### src/rtl/lcd_tx_pkg.sv
package lcd_tx_pkg;

    typedef enum logic [2:0] {
        ST_IDLE,
        ST_A0_WAIT,
        ST_CLK_LO,
        ST_DAT,
        ST_CLK_HI,
        ST_GAP,
        ST_CS_WAIT
    } tx_state_e;

    function automatic int max_of(input int a, input int b);
        return (a > b) ? a : b;
    endfunction

endpackage

### src/rtl/lcd_tx_timer.sv
module lcd_tx_timer #(
    parameter int TW = 8
) (
    input  logic          clk,
    input  logic          rst_n,
    input  logic          load,
    input  logic [TW-1:0] load_val,
    output logic          expired
);
    logic [TW-1:0] cnt_q;

    always_ff @(posedge clk or negedge rst_n) begin
        if (!rst_n)
            cnt_q <= '0;
        else if (load)
            cnt_q <= load_val;
        else if (cnt_q != '0)
            cnt_q <= cnt_q - 1'b1;
    end

    assign expired = (cnt_q == '0);
endmodule

### src/rtl/lcd_tx_shifter.sv
module lcd_tx_shifter #(
    parameter int W = 8
) (
    input  logic         clk,
    input  logic         rst_n,
    input  logic         load,
    input  logic [W-1:0] din,
    input  logic         shift,
    output logic         msb,
    output logic         last
);
    localparam int CW = $clog2(W);

    logic [W-1:0]  sh_q;
    logic [CW-1:0] cnt_q;

    always_ff @(posedge clk or negedge rst_n) begin
        if (!rst_n) begin
            sh_q  <= '0;
            cnt_q <= '0;
        end else if (load) begin
            sh_q  <= din;
            cnt_q <= '0;
        end else if (shift) begin
            sh_q  <= {sh_q[W-2:0], 1'b0};
            cnt_q <= cnt_q + 1'b1;
        end
    end

    assign msb  = sh_q[W-1];
    assign last = (cnt_q == CW'(W - 1));
endmodule

### src/rtl/lcd_serial_tx.sv
module lcd_serial_tx
    import lcd_tx_pkg::*;
#(
    parameter int BYTE_W    = 8,
    parameter int DLY_LO    = 0,
    parameter int DLY_DAT   = 0,
    parameter int DLY_HI    = 1,
    parameter int GAP_BYTE  = 1250,
    parameter int GAP_BURST = 1250,
    parameter int SETTLE    = 1250
) (
    input  logic              clk,
    input  logic              rst_n,
    input  logic              in_valid,
    output logic              in_ready,
    input  logic [BYTE_W-1:0] in_byte,
    input  logic              in_is_data,
    input  logic              in_more,
    output logic              lcd_sclk,
    output logic              lcd_sdo,
    output logic              lcd_cs_n,
    output logic              lcd_a0
);
    localparam int MAX_DLY = max_of(max_of(max_of(DLY_LO, DLY_DAT), max_of(DLY_HI, SETTLE)),
                                    max_of(GAP_BYTE, GAP_BURST));
    localparam int TW = $clog2(MAX_DLY + 1) + 1;
    localparam logic [TW-1:0] T_LO    = TW'(DLY_LO);
    localparam logic [TW-1:0] T_DAT   = TW'(DLY_DAT);
    localparam logic [TW-1:0] T_HI    = TW'(DLY_HI);
    localparam logic [TW-1:0] T_GBYTE = TW'(GAP_BYTE);
    localparam logic [TW-1:0] T_GBRST = TW'(GAP_BURST);
    localparam logic [TW-1:0] T_SET   = TW'(SETTLE);

    tx_state_e     state_q, state_d;
    logic          tmr_load, tmr_exp;
    logic [TW-1:0] tmr_val;
    logic          sh_load, sh_shift, sh_msb, sh_last;
    logic          more_q, burst_q;
    logic          accept;

    assign in_ready = (state_q == ST_IDLE);
    assign accept   = in_valid && in_ready;

    lcd_tx_timer #(.TW(TW)) u_timer (
        .clk      (clk),
        .rst_n    (rst_n),
        .load     (tmr_load),
        .load_val (tmr_val),
        .expired  (tmr_exp)
    );

    lcd_tx_shifter #(.W(BYTE_W)) u_shift (
        .clk   (clk),
        .rst_n (rst_n),
        .load  (sh_load),
        .din   (in_byte),
        .shift (sh_shift),
        .msb   (sh_msb),
        .last  (sh_last)
    );

    // state register
    always_ff @(posedge clk or negedge rst_n) begin
        if (!rst_n)
            state_q <= ST_IDLE;
        else
            state_q <= state_d;
    end

    // next state and timer/shifter control
    always_comb begin
        state_d  = state_q;
        tmr_load = 1'b0;
        tmr_val  = '0;
        sh_load  = 1'b0;
        sh_shift = 1'b0;
        unique case (state_q)
            ST_IDLE: begin
                if (accept) begin
                    sh_load  = 1'b1;
                    tmr_load = 1'b1;
                    if (in_is_data && !lcd_a0) begin
                        state_d = ST_A0_WAIT;
                        tmr_val = T_SET;
                    end else begin
                        state_d = ST_CLK_LO;
                        tmr_val = T_LO;
                    end
                end
            end
            ST_A0_WAIT: if (tmr_exp) begin
                state_d  = ST_CLK_LO;
                tmr_load = 1'b1;
                tmr_val  = T_LO;
            end
            ST_CLK_LO: if (tmr_exp) begin
                state_d  = ST_DAT;
                tmr_load = 1'b1;
                tmr_val  = T_DAT;
            end
            ST_DAT: if (tmr_exp) begin
                state_d  = ST_CLK_HI;
                tmr_load = 1'b1;
                tmr_val  = T_HI;
            end
            ST_CLK_HI: if (tmr_exp) begin
                sh_shift = 1'b1;
                tmr_load = 1'b1;
                if (!sh_last) begin
                    state_d = ST_CLK_LO;
                    tmr_val = T_LO;
                end else if (more_q) begin
                    state_d = ST_IDLE;
                end else begin
                    state_d = ST_GAP;
                    tmr_val = burst_q ? T_GBRST : T_GBYTE;
                end
            end
            ST_GAP: if (tmr_exp) begin
                state_d  = ST_CS_WAIT;
                tmr_load = 1'b1;
                tmr_val  = T_SET;
            end
            ST_CS_WAIT: if (tmr_exp) state_d = ST_IDLE;
            default: state_d = ST_IDLE;
        endcase
    end

    // serial pin outputs
    always_ff @(posedge clk or negedge rst_n) begin
        if (!rst_n) begin
            lcd_sclk <= 1'b0;
            lcd_sdo  <= 1'b0;
            lcd_cs_n <= 1'b1;
            lcd_a0   <= 1'b0;
            more_q   <= 1'b0;
            burst_q  <= 1'b0;
        end else begin
            unique case (state_q)
                ST_IDLE: if (accept) begin
                    lcd_cs_n <= 1'b0;
                    lcd_a0   <= in_is_data;
                    more_q   <= in_more;
                end
                ST_CLK_LO:  if (tmr_exp) lcd_sdo <= sh_msb;
                ST_DAT:     if (tmr_exp) lcd_sclk <= 1'b1;
                ST_CLK_HI: if (tmr_exp) begin
                    lcd_sclk <= 1'b0;
                    if (sh_last) burst_q <= more_q;
                end
                ST_GAP:     if (tmr_exp) lcd_cs_n <= 1'b1;
                ST_A0_WAIT, ST_CS_WAIT: ;
                default: ;
            endcase
        end
    end
endmodule

### config.mk
export PLATFORM = sky130hd
export DESIGN_NAME = lcd_serial_tx
export DESIGN_NICKNAME = d
export VERILOG_FILES = /design/src/rtl/lcd_tx_pkg.sv /design/src/rtl/lcd_tx_timer.sv /design/src/rtl/lcd_tx_shifter.sv /design/src/rtl/lcd_serial_tx.sv
export SDC_FILE = /design/constraint.sdc
export NUM_CORES = 1
export LEC_CHECK = 0
export ABC_AREA = 1
export CORE_MARGIN = 4
export CORE_UTILIZATION = 65
export CTS_BUF_LIST = sky130_fd_sc_hd__clkbuf_2
export DETAILED_ROUTE_END_ITERATION = 7
export DONT_BUFFER_PORTS = 1
export PLACE_DENSITY_LB_ADDON = 0.2
export SLEW_MARGIN = 20
export SYNTH_ARGS = -nofsm -noshare
export SYNTH_HDL_FRONTEND = slang
export SYNTH_SLANG_ARGS = --single-unit
### constraint.sdc
create_clock -name clk -period 2.3 [get_ports clk]
set_clock_uncertainty 0.1 [all_clocks]
set_input_delay 0 -clock clk [delete_from_list [all_inputs] [get_ports clk]]
set_output_delay 0 -clock clk [all_outputs]
set_load 0.01 [all_outputs]
==> impl_results.rst, run 1 <==
.. list-table::
   :header-rows: 1

   * - Metric
     - Value
   * - Number of remaining DRC errors
     - 0
   * - Fraction of layout instances using a drive strength above 1
     - 15.27%
   * - Area of the mapped netlist
     - 1902 sq um
   * - Htree depth
     - 2
   * - Max frequency
     - 461.4 MHz
   * - Internal
     - 1.500 mW
   * - Post-CTS Setup Repair Bufs
     - 0
   * - Combinational group share of total power
     - 54.3%
   * - Hold buffer count at CTS
     - 18
   * - Slew Limit Headroom
     - 72.04%
   * - Register area share after synthesis
     - 40.86%
   * - Top fanout value on the critical path
     - 16
   * - Total track usage
     - 24.52%
   * - Number of instances in the synthesized netlist
     - 241
   * - Yosys Warn Count
     - 0
   * - Critical Setup Path Class
     - register to register
   * - Cells taking the most area after synthesis
     - dfrtp_1 39%, nand2_1 13%, nand3_1 4.7%
   * - Synth Flop Type
     - dfrtp_1
   * - Post-synthesis cell type with the largest combined area
     - dfrtp_1
   * - Worst slack after detailed placement
     - 0.4996 ns
   * - CP Launch Type
     - register
   * - Count of vias placed by the detailed router
     - 1597
   * - Total placed instance area
     - 1884 sq um
   * - Std cell rows
     - 19
   * - Final core utilization
     - 77.24%
   * - Final number of max-transition violations
     - 0
   * - Average via count per standard cell
     - 5.451
   * - Number of enable flip-flop cells after synthesis
     - 0
   * - Clock Power Share
     - 12.6%
   * - Psw
     - 1.381 mW
   * - Total power density per cell area
     - 1341 nW/um^2
   * - Horizontal extent of the die
     - 62.09 um
   * - Category of the worst setup path capture point
     - register
   * - Cell at the slowest stage of the critical path
     - dlygate4sd3_1
   * - Worst-case setup margin in the final layout
     - 0.1325 ns
   * - Count of nets left with antenna violations after detail routing
     - 0
   * - # placed instances
     - 267
   * - Die Y
     - 62.09 um
   * - Final non-filler cell area
     - 2148 sq um
   * - Fraction of registers with async set or reset after synthesis
     - 100.0%
   * - Final #Nets
     - 278
   * - Estimated wirelength of the detail-placed design
     - 2692 um
   * - Hold violation count in the final report
     - 0
   * - Pin slew with the least headroom to its limit
     - 0.4179 ns
   * - First-pass GRT wire length
     - 6782 um
   * - Cell at the root of the clock tree
     - clkbuf_2
   * - Routed WL per cell
     - 13.87 um
   * - Worst path required time
     - 2.52 ns
   * - Distinct cells, synth
     - 33
   * - Post-route insts no fill
     - 293
   * - CP Data Arrival Time
     - 2.39 ns
   * - Vias in the first global route
     - 1544
   * - Post-synth top area share
     - 39.47%
   * - Highest ir drop seen on vdd
     - 1.029 mV
   * - Unrepaired setup endpoints after global routing
     - no
   * - Flip-flop and latch count after synthesis
     - 31
   * - CP cell instances
     - inv_2 > nand2_4 > nor2_8 > nand2_4 > inv_4 > nand2_1 > nand2_1 > dlygate4sd3_1 > nand2_2 > o21ai_2
   * - Average footprint of a synthesized cell
     - 7.891 sq um
   * - Leakage Power
     - 1.089 nW
   * - Later-pin clock latency in the skew report
     - 0.37 ns
   * - Antenna diodes
     - 0
   * - Maximum single-stage delay on the critical path
     - 0.56 ns
   * - Floorplan die area
     - 3855 sq um
   * - Status
     - complete, no violations
   * - Total congestion overflow
     - 0
   * - Sink Count
     - 31
   * - Total I/O pin count
     - 18
   * - Fin crit period
     - 2.168 ns
   * - Initial core utilization
     - 68.38%
   * - Power consumption
     - 2.881 mW
   * - Area Overhead vs Synth
     - 12.96%
   * - Number of violations reported at the end of detailed-routing iteration 0
     - 148
   * - Routability congestion estimate
     - 0.8916
   * - Number of clock buffers inserted by TritonCTS
     - 5
   * - MaxCap Viol Count
     - 0
   * - Final worst hold slack
     - 0.03253 ns
   * - Core area
     - 2781 sq um
   * - CTS tree
     - yes
   * - Share of total power consumed by net switching
     - 47.95%
   * - Initial antenna violation count
     - 0
   * - Number of buffers added on ports
     - 0
   * - Cells resized by post-CTS repair
     - 0
   * - Total setup violations reported at the end of the flow
     - 0
   * - Total negative slack for setup checks
     - 0 ns
   * - HP Class
     - input pin to async pin
   * - Longest Clk Path Bufs
     - 2
   * - Reg power frac
     - 33.1%
   * - Final WL
     - 4063 um
   * - Clock transition at the registers of the reported paths
     - 0.17 ns
   * - Pin count of the biggest net entering global routing
     - 31
   * - Router iterations before antenna repair
     - 5
   * - Crit share post-route
     - 94.24%
   * - Total nets after synthesis
     - 258
==> power by group through the flow <==
stage	logic [mW]	registers (mW)	clock network [mW]
2_1_floorplan	1.32	0.900	0
3_3_place_gp	1.43	0.954	0
3_5_place_dp	1.45	0.959	0
4_1_cts	1.54	0.946	0.368
5_1_grt	1.76	0.976	0.399
6_report	1.57	0.953	0.364
==> worst paths after layout <==
check | start | to | slack [ns] | cells past startpoint
max | state_q[1] | u_shift.sh_q[7] | 0.13 | 10
min | rst_n | u_shift.sh_q[7] | 0.03 | 3
min reg2reg | u_shift.cnt_q[0] | u_shift.cnt_q[0] | 0.40 | 1
max reg2reg | state_q[1] | u_shift.sh_q[7] | 0.13 | 10
min in group clk | in_byte[1] | u_shift.sh_q[1] | 0.30 | 5
max in group asynchronous | rst_n | u_timer.cnt_q[11] | 1.89 | 3
==> sequential cells by signal (all words and copies together), names as in the netlist <==
signal	count
u_timer.cnt_q	12
state_q	3
more_q	1
lcd_a0	1
u_shift.sh_q	8
lcd_sclk	1
lcd_sdo	1
u_shift.cnt_q	3
lcd_cs_n	1
==> synth_stat cells, types with 5 or more instances <==
cell type and instances:
o21ai_0 9, dfrtp_1 30, buf_6 5, nand2_2 5, nand3_1 18, inv_1 23
o21ai_1 6, nor3_1 5, nand2_4 6, a21oi_1 8, nor2_1 21, nand2_1 68
==> critical path: cells and delay by family (launching register included) <==
kind	cells	cell delay, ns
compound gates	1	0.06
buf+inv	3	0.90
flops	1	0.48
simple gates	6	0.60
==> final cells by class <==
class | instances | area (sq um)
Clock buffer | 5 | 25.02
Clock inverter | 3 | 38.79
Fill cell | 213 | 633.1
Inverter | 28 | 107.6
Multi-Input combinational cell | 177 | 960.9
Sequential cell | 31 | 777.0
Tap cell | 31 | 38.79
Timing Repair Buffer | 18 | 200.2
==> cell usage in the layout, fill, tap and decap left out <==
cell type / synthesis / layout
nand2_2: 5 / 5
clkbuf_2: 0 / 5
nand2_4: 6 / 6
o211ai_1: 2 / 2
nor2_4: 2 / 2
o21a_1: 2 / 2
dfrtp_1: 30 / 30
o2111ai_1: 1 / 1
inv_1: 23 / 23
nor2_1: 21 / 21
or2_2: 2 / 2
nand3_2: 1 / 1
xnor2_1: 1 / 1
a21oi_2: 1 / 1
nor3_4: 1 / 1
o21ai_1: 6 / 6
o21ai_0: 9 / 9
xor2_1: 4 / 4
nor3b_1: 1 / 1
nor2_8: 1 / 1
nand3_1: 18 / 18
dfstp_2: 1 / 1
buf_12: 0 / 2
o21ai_2: 1 / 1
dlygate4sd3_1: 0 / 16
nand2_1: 68 / 68
nand3b_1: 1 / 1
clkinv_2: 0 / 1
nor3_1: 5 / 5
mux2i_1: 1 / 1
inv_2: 4 / 4
nor2_2: 4 / 4
ha_1: 4 / 4
bufinv_16: 0 / 1
inv_4: 1 / 1
a21oi_1: 8 / 8
clkinv_1: 0 / 1
a21oi_4: 1 / 1
==> layer usage <==
metal	GRT usage, %	up-vias	wire (um)
met5	0	-	0
met4	9.394	0	87
met3	6.612	9	206
met2	38.91	38	1994
met1	31.93	742	1774
li1	-	808	-
==> logic make-up (layout without fill, tap and decap cells) <==
kind of cell,count (synthesis),in the layout,share of synthesized area (%)
simple gates,136,136,35.20
buf+inv,33,54,8.618
compound gates,31,31,9.868
flops,31,31,40.86
xor+xnor,5,5,2.303
fa+ha+maj,4,4,2.632
mux,1,1,0.5263
Note: power is estimated with default switching activity, not from simulation.
==> inputs of run 2 (changes only) <==
Settings changed: REMOVE_ABC_BUFFERS set to 1, SYNTH_HIERARCHICAL set to 1.
==> impl_results.rst, run 2 <==
.. list-table::
   :header-rows: 1

   * - Metric
     - Value
   * - Final non-filler cell area
     - 2253 sq um (+4.9%)
   * - Router iterations before antenna repair
     - 4 (-1)
   * - MaxCap Viol Count
     - 0 (unchanged)
   * - Highest ir drop seen on vdd
     - 1.018 mV (-1.0%)
   * - Horizontal extent of the die
     - 62.11 um (about the same)
   * - Number of remaining DRC errors
     - 0 (unchanged)
   * - Total placed instance area
     - 1969 sq um (+4.5%)
   * - Later-pin clock latency in the skew report
     - 0.37 ns (about the same)
   * - Count of nets left with antenna violations after detail routing
     - 0 (unchanged)
   * - Number of instances in the synthesized netlist
     - 259 (+7.5%)
   * - Floorplan die area
     - 3858 sq um (about the same)
   * - Maximum single-stage delay on the critical path
     - 0.41 ns (-0.15 ns)
   * - Worst path required time
     - 2.48 ns (-0.04 ns)
   * - Htree depth
     - 2 (unchanged)
   * - Area of the mapped netlist
     - 1903 sq um (about the same)
   * - Vias in the first global route
     - 1658 (+7.4%)
   * - Longest Clk Path Bufs
     - 2 (unchanged)
   * - Routability congestion estimate
     - 0.9448 (+6.0%)
   * - Highest-count cells in the layout ignoring fill and taps
     - 87 x nand2_1, 33 x nand3_1, 30 x dfrtp_1, 23 x nor2_1, 20 x inv_1
   * - Initial core utilization
     - 68.42% (about the same)
   * - Total power density per cell area
     - 1281 nW/um^2 (-4.5%)
   * - Fraction of layout instances using a drive strength above 1
     - 16.84% (+1.6 points)
   * - Cell at the slowest stage of the critical path
     - dfrtp_1
   * - First-pass GRT wire length
     - 7659 um (+13%)
   * - Area Overhead vs Synth
     - 18.41%
   * - Antenna diodes
     - 0 (unchanged)
   * - Core area
     - 2781 sq um (unchanged)
   * - Die Y
     - 62.11 um (about the same)
   * - Worst slack after detailed placement
     - 0.05160 ns (-0.4480 ns)
   * - Total setup violations reported at the end of the flow
     - 0 (unchanged)
   * - Average footprint of a synthesized cell
     - 7.348 sq um (-6.9%)
   * - CP cell instances
     - inv_1 > ha_1 > nand3_2 > nor3_4 > inv_2 > nand2_1 > inv_1 > nand2_2 > nand3_2 > a21oi_4 > inv_2 > o22ai_1 > nor2_1
   * - Critical Setup Path Class
     - register to register
   * - Crit share post-route
     - 94.07% (-0.17 points)
   * - Worst-case setup margin in the final layout
     - 0.1364 ns (+0.003944 ns)
   * - Most frequent standard cell in the layout excluding fill and tap cells
     - nand2_1
   * - Most frequent cell after synthesis
     - nand2_1
   * - CTS tree
     - yes
   * - Synth cell count leaders
     - 87 x nand2_1, 33 x nand3_1, 30 x dfrtp_1
   * - Total I/O pin count
     - 18 (unchanged)
   * - Buffers plus inverters on the worst setup path
     - 4 (+1)
   * - Post-synthesis cell type with the largest combined area
     - dfrtp_1
   * - Final #Nets
     - 307 (+10%)
   * - CP Launch Type
     - register
   * - Cell at the root of the clock tree
     - clkbuf_2
   * - Number of clock buffers inserted by TritonCTS
     - 5 (unchanged)
   * - Fin crit period
     - 2.164 ns (-0.003944 ns)
   * - Status
     - complete, no violations
   * - Total congestion overflow
     - 0 (unchanged)
   * - Clock transition at the registers of the reported paths
     - 0.17 ns (about the same)
   * - Count of vias placed by the detailed router
     - 1759 (+10%)
   * - Pin count of the biggest net entering global routing
     - 31 (unchanged)
   * - Largest register FFs
     - 12 (unchanged)
   * - Final WL
     - 4453 um (+9.6%)
   * - Average via count per standard cell
     - 5.463 (+0.22%)
   * - Post-synth top area share
     - 39.45% (about the same)
   * - HP Class
     - input pin to async pin
   * - Category of the worst setup path capture point
     - register
   * - Number of enable flip-flop cells after synthesis
     - 0 (unchanged)
   * - Number of violations reported at the end of detailed-routing iteration 0
     - 127 (-14%)
   * - Flip-flop and latch count after synthesis
     - 31 (unchanged)
   * - Leakage Power
     - 1.167 nW (+7.2%)
   * - Initial antenna violation count
     - 0 (unchanged)
   * - Kind of cell adding the most delay to the critical path
     - simple AND/OR/NAND/NOR gates
   * - Number of buffers added on ports
     - 0 (unchanged)
   * - Top fanout value on the critical path
     - 8 (-8)
   * - Total track usage
     - 24.67% (+0.15 points)
   * - Sink Count
     - 31 (unchanged)
   * - Yosys Warn Count
     - 6 (+6)
   * - Largest Register
     - u_timer/cnt_q
   * - Std cell rows
     - 19 (unchanged)
   * - Distinct cells, synth
     - 29 (-12%)
   * - Routed WL per cell
     - 13.83 um (-0.27%)
   * - Fraction of registers with async set or reset after synthesis
     - 100.0% (unchanged)
   * - Hold violation count in the final report
     - 0 (unchanged)
   * - Register area share after synthesis
     - 40.83% (about the same)
   * - Max frequency
     - 462.2 MHz (+0.18%)
   * - Largest registers
     - u_timer/cnt_q (12), u_shift/sh_q (8)
   * - CP Data Arrival Time
     - 2.34 ns (-0.05 ns)
   * - Synth Flop Type
     - dfrtp_1
   * - Final number of max-transition violations
     - 0 (unchanged)
   * - Estimated wirelength of the detail-placed design
     - 2774 um (+3.0%)
   * - Cells taking the most area after synthesis
     - dfrtp_1 39%, nand2_1 17%, nand3_1 8.7%
run 2: cell types whose count changed after synthesis, moves of 4 or more:
| cell | change |
|---|---|
| nand2_4 | -5 |
| nand3_1 | +15 |
| nand2_1 | +19 |
| a21oi_1 | -5 |
| nor3_1 | -4 |
run 2: final cells by class:
cell class	count	area [sq um]
multi-input cells	200	1020
fillers	171	528.0
inverters	27	101.3
repair buffers	25	252.7
clock inverters	3	38.79
clock buffers	5	25.02
well taps	31	38.79
flip-flops and latches	31	777.0
run 2: kinds of logic after synthesis:
group	share of synthesized area, %
AND/OR/NAND/NOR	40.76
adder cells (fa/ha/maj)	2.630
AO/OA/AOI/OAI	6.181
XOR/XNOR	1.381
flip-flops	40.83
buffers and inverters	8.021
other	0.1970
run 2: through the flow:
stage	hold slack, ns	power (mW)	utilization (%)	TNS [ns]	std cells
4_1_cts	0.02205	2.743	79.22	0	320
6_report	0.04718	2.886	81.02	0	322
3_3_place_gp	-0.3951	2.294	70.81	0	297
2_1_floorplan	-0.3956	1.965	-	-4.898	258
3_5_place_dp	-0.3951	2.310	70.81	0	297
5_1_grt	0.005809	3.149	81.02	-0.004552	322
run 2: final timing paths:
path | depth (start not counted) | endpoint | from | slack (ns)
min in group clk | 3 | u_shift/sh_q[4] | in_byte[4] | 0.20
hold reg to reg | 1 | u_shift/cnt_q[0] | u_shift/cnt_q[0] | 0.41
max in group asynchronous | 3 | state_q[2] | rst_n | 1.89
setup reg to reg | 13 | u_timer/cnt_q[3] | u_timer/cnt_q[0] | 0.14
setup / recovery | 13 | u_timer/cnt_q[3] | u_timer/cnt_q[0] | 0.14
hold / removal | 3 | u_timer/cnt_q[6] | rst_n | 0.05
run 2: timing repair:
item	in CTS	in global routing
setup endpoints to repair	0	12
setup buffers	0	2
resized for setup	0	9
hold buffers	15	0
endpoints found under the hold margin	49	0
run 2: where the power goes:
part / switching, mW / internal (mW)
combinational: 0.949 / 0.567
clock: 0.202 / 0.179
sequential: 0.224 / 0.765
run 2: routing by layer:
| metal | GRT usage, % | up-vias | wire (um) |
|---|---|---|---|
| met5 | 0 | - | 0 |
| met4 | 12.74 | 0 | 78 |
| met3 | 4.865 | 10 | 249 |
| met2 | 39.77 | 70 | 2242 |
| met1 | 31.17 | 797 | 1882 |
| li1 | - | 882 | - |
run 2: worst reg2reg max path, cell delays in order (launching register included):
cell and delay [ns]:
dfrtp_1 0.41, inv_1 0.07, ha_1 0.19, nand3_2 0.12
nor3_4 0.15, inv_2 0.09, nand2_1 0.10, inv_1 0.05
nand2_2 0.05, nand3_2 0.12, a21oi_4 0.18, inv_2 0.11
o22ai_1 0.23, nor2_1 0.08
==> inputs of run 3 (changes only) <==
Settings changed: ABC_AREA 1 to not set.
Clock period 2.3 ns to 2.16 ns, I/O delays scaled along.
==> impl_results.rst, run 3 <==
.. list-table::
   :header-rows: 1

   * - Metric
     - Value
   * - Number of violations reported at the end of detailed-routing iteration 0
     - 218 (+72%)
   * - Number of remaining DRC errors
     - 0 (unchanged)
   * - Internal
     - 845.0 uW (-44%)
   * - Fraction of layout instances using a drive strength above 1
     - 36.21% (+19 points)
   * - HP Class
     - input pin to async pin
   * - Top fanout value on the critical path
     - 6 (-2)
   * - Yosys Warn Count
     - 6 (unchanged)
   * - Initial core utilization
     - 70.06% (+1.6 points)
   * - Antenna diodes
     - 0 (unchanged)
   * - Htree depth
     - 2 (unchanged)
   * - Highest-count cells in the layout ignoring fill and taps
     - 35 x buf_4, 30 x dfrtp_1, 19 x nand2_1, 13 x dlygate4sd3_1
   * - Clock transition at the registers of the reported paths
     - 0.18 ns (about the same)
   * - Cell at the slowest stage of the critical path
     - dfrtp_1
   * - Reg power frac
     - 54.1% (+20 points)
   * - Pin slew with the least headroom to its limit
     - 0.6308 ns
   * - Power consumption
     - 1.255 mW (-57%)
   * - Pin count of the biggest net entering global routing
     - 31 (unchanged)
   * - Largest Register
     - u_timer/cnt_q
   * - Later-pin clock latency in the skew report
     - 0.40 ns (+0.03 ns)
   * - Floorplan die area
     - 3645 sq um (-5.5%)
   * - Flip-flop and latch count after synthesis
     - 31 (unchanged)
   * - Final number of max-transition violations
     - 0 (unchanged)
   * - Leakage Power
     - 1.010 nW (-13%)
   * - Number of buffers added on ports
     - 0 (unchanged)
   * - Most frequent standard cell in the layout excluding fill and tap cells
     - buf_4
   * - Router iterations before antenna repair
     - 6 (+2)
   * - Std cell rows
     - 18 (-1)
   * - Clock Power Share
     - 24.3% (+11 points)
   * - Total I/O pin count
     - 18 (unchanged)
   * - Category of the worst setup path capture point
     - register
   * - Total setup violations reported at the end of the flow
     - 22 (+22)
   * - Synth cell count leaders
     - 30 x dfrtp_1, 21 x nand2_1, 10 x mux2i_1
   * - MaxCap Viol Count
     - 0 (unchanged)
   * - Estimated wirelength of the detail-placed design
     - 2819 um (+1.7%)
   * - Number of instances in the synthesized netlist
     - 174 (-33%)
   * - Status
     - finished, violations left
   * - Worst slack after detailed placement
     - -0.01322 ns (-0.06482 ns)
   * - Number of clock buffers inserted by TritonCTS
     - 5 (unchanged)
   * - Horizontal extent of the die
     - 60.38 um (-2.8%)
   * - Critical Setup Path Class
     - register to register
   * - Max frequency
     - 426.0 MHz (-7.8%)
   * - Crit share post-route
     - 108.7% (+15 points)
   * - Distinct cells, synth
     - 53 (+83%)
   * - Unrepaired setup endpoints after global routing
     - yes
   * - Core area
     - 2545 sq um (-8.5%)
   * - Area Overhead vs Synth
     - 35.86%
   * - Sink Count
     - 31 (unchanged)
   * - Count of vias placed by the detailed router
     - 1863 (+5.9%)
   * - Combinational group share of total power
     - 21.6% (-31 points)
   * - Cells taking the most area after synthesis
     - dfrtp_1 42%, mux2i_1 5.6%, nand2_1 4.4%
   * - Most frequent cell after synthesis
     - dfrtp_1
   * - Post-synthesis cell type with the largest combined area
     - dfrtp_1
   * - Fin crit period
     - 2.347 ns (+0.1838 ns)
   * - Count of nets left with antenna violations after detail routing
     - 0 (unchanged)
   * - CP Launch Type
     - register
   * - Final WL
     - 6998 um (+57%)
   * - CTS tree
     - yes
   * - Hold violation count in the final report
     - 0 (unchanged)
   * - Initial antenna violation count
     - 0 (unchanged)
   * - Psw
     - 410.3 uW (-70%)
   * - Post-synth top area share
     - 42.11% (+2.7 points)
   * - Final #Nets
     - 248 (-19%)
   * - Area of the mapped netlist
     - 1783 sq um (-6.3%)
   * - Routability congestion estimate
     - 0.9043 (-4.3%)
   * - Cell at the root of the clock tree
     - clkbuf_2
   * - CP cell instances
     - nor3_1 > nand3_2 > inv_4 > nand2_4 > nor2_4 > buf_4 > mux2i_1 > o21ai_1
   * - Routed WL per cell
     - 26.71 um (+93%)
   * - Number of enable flip-flop cells after synthesis
     - 0 (unchanged)
   * - Total track usage
     - 33.74% (+9.1 points)
   * - Violations in the final reports
     - negative setup slack
   * - Slew Limit Headroom
     - 57.90%
   * - Maximum single-stage delay on the critical path
     - 0.48 ns (+0.07 ns)
   * - Vias in the first global route
     - 1685 (+1.6%)
   * - Total power density per cell area
     - 518.2 nW/um^2 (-60%)
   * - Total congestion overflow
     - 0 (unchanged)
   * - Average via count per standard cell
     - 7.111 (+30%)
   * - Synth Flop Type
     - dfrtp_1
   * - Die Y
     - 60.38 um (-2.8%)
   * - Register area share after synthesis
     - 43.58% (+2.8 points)
   * - Share of total power consumed by net switching
     - 32.68% (-15 points)
   * - Fraction of registers with async set or reset after synthesis
     - 100.0% (unchanged)
   * - Largest registers
     - u_timer/cnt_q (12), u_shift/sh_q (8)
   * - First-pass GRT wire length
     - 8597 um (+12%)
   * - Worst-case setup margin in the final layout
     - -0.1874 ns (-0.3238 ns)
   * - CP Data Arrival Time
     - 2.50 ns (+0.16 ns)
   * - Highest ir drop seen on vdd
     - 0.6042 mV (-41%)
   * - Average footprint of a synthesized cell
     - 10.25 sq um (+39%)
   * - Longest Clk Path Bufs
     - 2 (unchanged)
   * - Worst path required time
     - 2.32 ns (-0.16 ns)
   * - Largest register FFs
     - 12 (unchanged)
-- run 3: cell types whose count changed after synthesis, moves of 5 or more --
cell,previous run,this run
nand2b_1,0,5
nand3_1,33,3
o21ai_0,12,7
nand2_1,87,21
nor2_4,5,0
nor2_1,23,9
mux2i_1,0,10
o21ai_1,4,9
inv_1,22,9
xnor2_1,0,5
-- run 3: routing by layer --
| layer | share of wire [%] | wire, um | global-route usage [%] |
|---|---|---|---|
| met1 | 36 | 2486 | 38.09 |
| met2 | 49 | 3425 | 59.88 |
| met3 | 8.8 | 615 | 9.149 |
| met4 | 6.7 | 470 | 14.24 |
| met5 | 0 | 0 | 0 |
-- run 3: through the flow --
step | hold WS [ns] | cell area, sq um | util, % | TNS, ns | cells
after floorplan | -0.3956 | 1740 | - | -7.242 | 171
after global placement | -0.3947 | 1966 | 77.24 | 0 | 226
after detailed placement | -0.3947 | 1966 | 77.24 | -0.01322 | 226
after CTS | 0.03834 | 2226 | 87.46 | 0 | 254
after global routing | -0.007967 | 2422 | 95.18 | -4.796 | 262
final | 0.0007315 | 2422 | 95.18 | -2.186 | 262
-- run 3: power by group through the flow --
stage | clock network (mW) | logic (mW) | registers [mW]
after floorplan | 0 | 0.0988 | 0.690
after detailed placement | 0 | 0.185 | 0.677
after CTS | 0.288 | 0.225 | 0.667
after global placement | 0 | 0.177 | 0.674
final | 0.304 | 0.271 | 0.679
after global routing | 0.334 | 0.282 | 0.682
-- run 3: worst max-delay path, delay by kind of cell, from the launching register on --
kind                   cells  cell delay, ns
buffers and inverters      2            0.33
muxes                      1            0.28
DFF                        1            0.48
and+or+nand+nor            4            0.90
AOI/OAI and AO/OA          1            0.12
-- run 3: path summary, 6_finish.rpt --
| kind | start | to | slack, ns | depth (start not counted) |
|---|---|---|---|---|
| setup / recovery | u_timer/cnt_q[9] | u_shift/sh_q[3] | -0.19 | 8 |
| hold / removal | rst_n | u_timer/cnt_q[11] | 0.0007 | 3 |
| setup reg to reg | u_timer/cnt_q[9] | u_shift/sh_q[3] | -0.19 | 8 |
| hold reg to reg | lcd_cs_n | lcd_cs_n | 0.50 | 2 |
| max in group asynchronous | rst_n | u_timer/cnt_q[1] | 1.78 | 3 |
| min in group clk | in_byte[5] | u_shift/sh_q[5] | 0.20 | 3 |
-- run 3: layout make-up --
| type | instances | area (sq um) |
|---|---|---|
| inverter | 10 | 40.04 |
| multi-input combinational | 130 | 1057 |
| clock buffer | 7 | 35.03 |
| tap | 30 | 37.54 |
| fill | 62 | 122.6 |
| clock inverter | 1 | 5.005 |
| sequential | 31 | 777.0 |
| timing repair buffer | 53 | 470.5 |
-- run 3: kinds of logic after synthesis --
| logic type | share of synthesized area, % |
|---|---|
| simple gates | 20.00 |
| compound gates | 17.19 |
| flops | 43.58 |
| buf+inv | 5.543 |
| mux | 7.719 |
| xor+xnor | 2.947 |
| fa+ha+maj | 2.807 |
| other cells | 0.2103 |
-- run 3: what timing repair did --
action / in CTS / in global routing
hold buffers: 15 / 0
pin swaps: 1 / 6
setup endpoints to repair: 5 / 26
cloned: 0 / 1
gates resized for setup: 2 / 34
hold endpoints to repair: 49 / 0
buffers inserted: 5 / 7
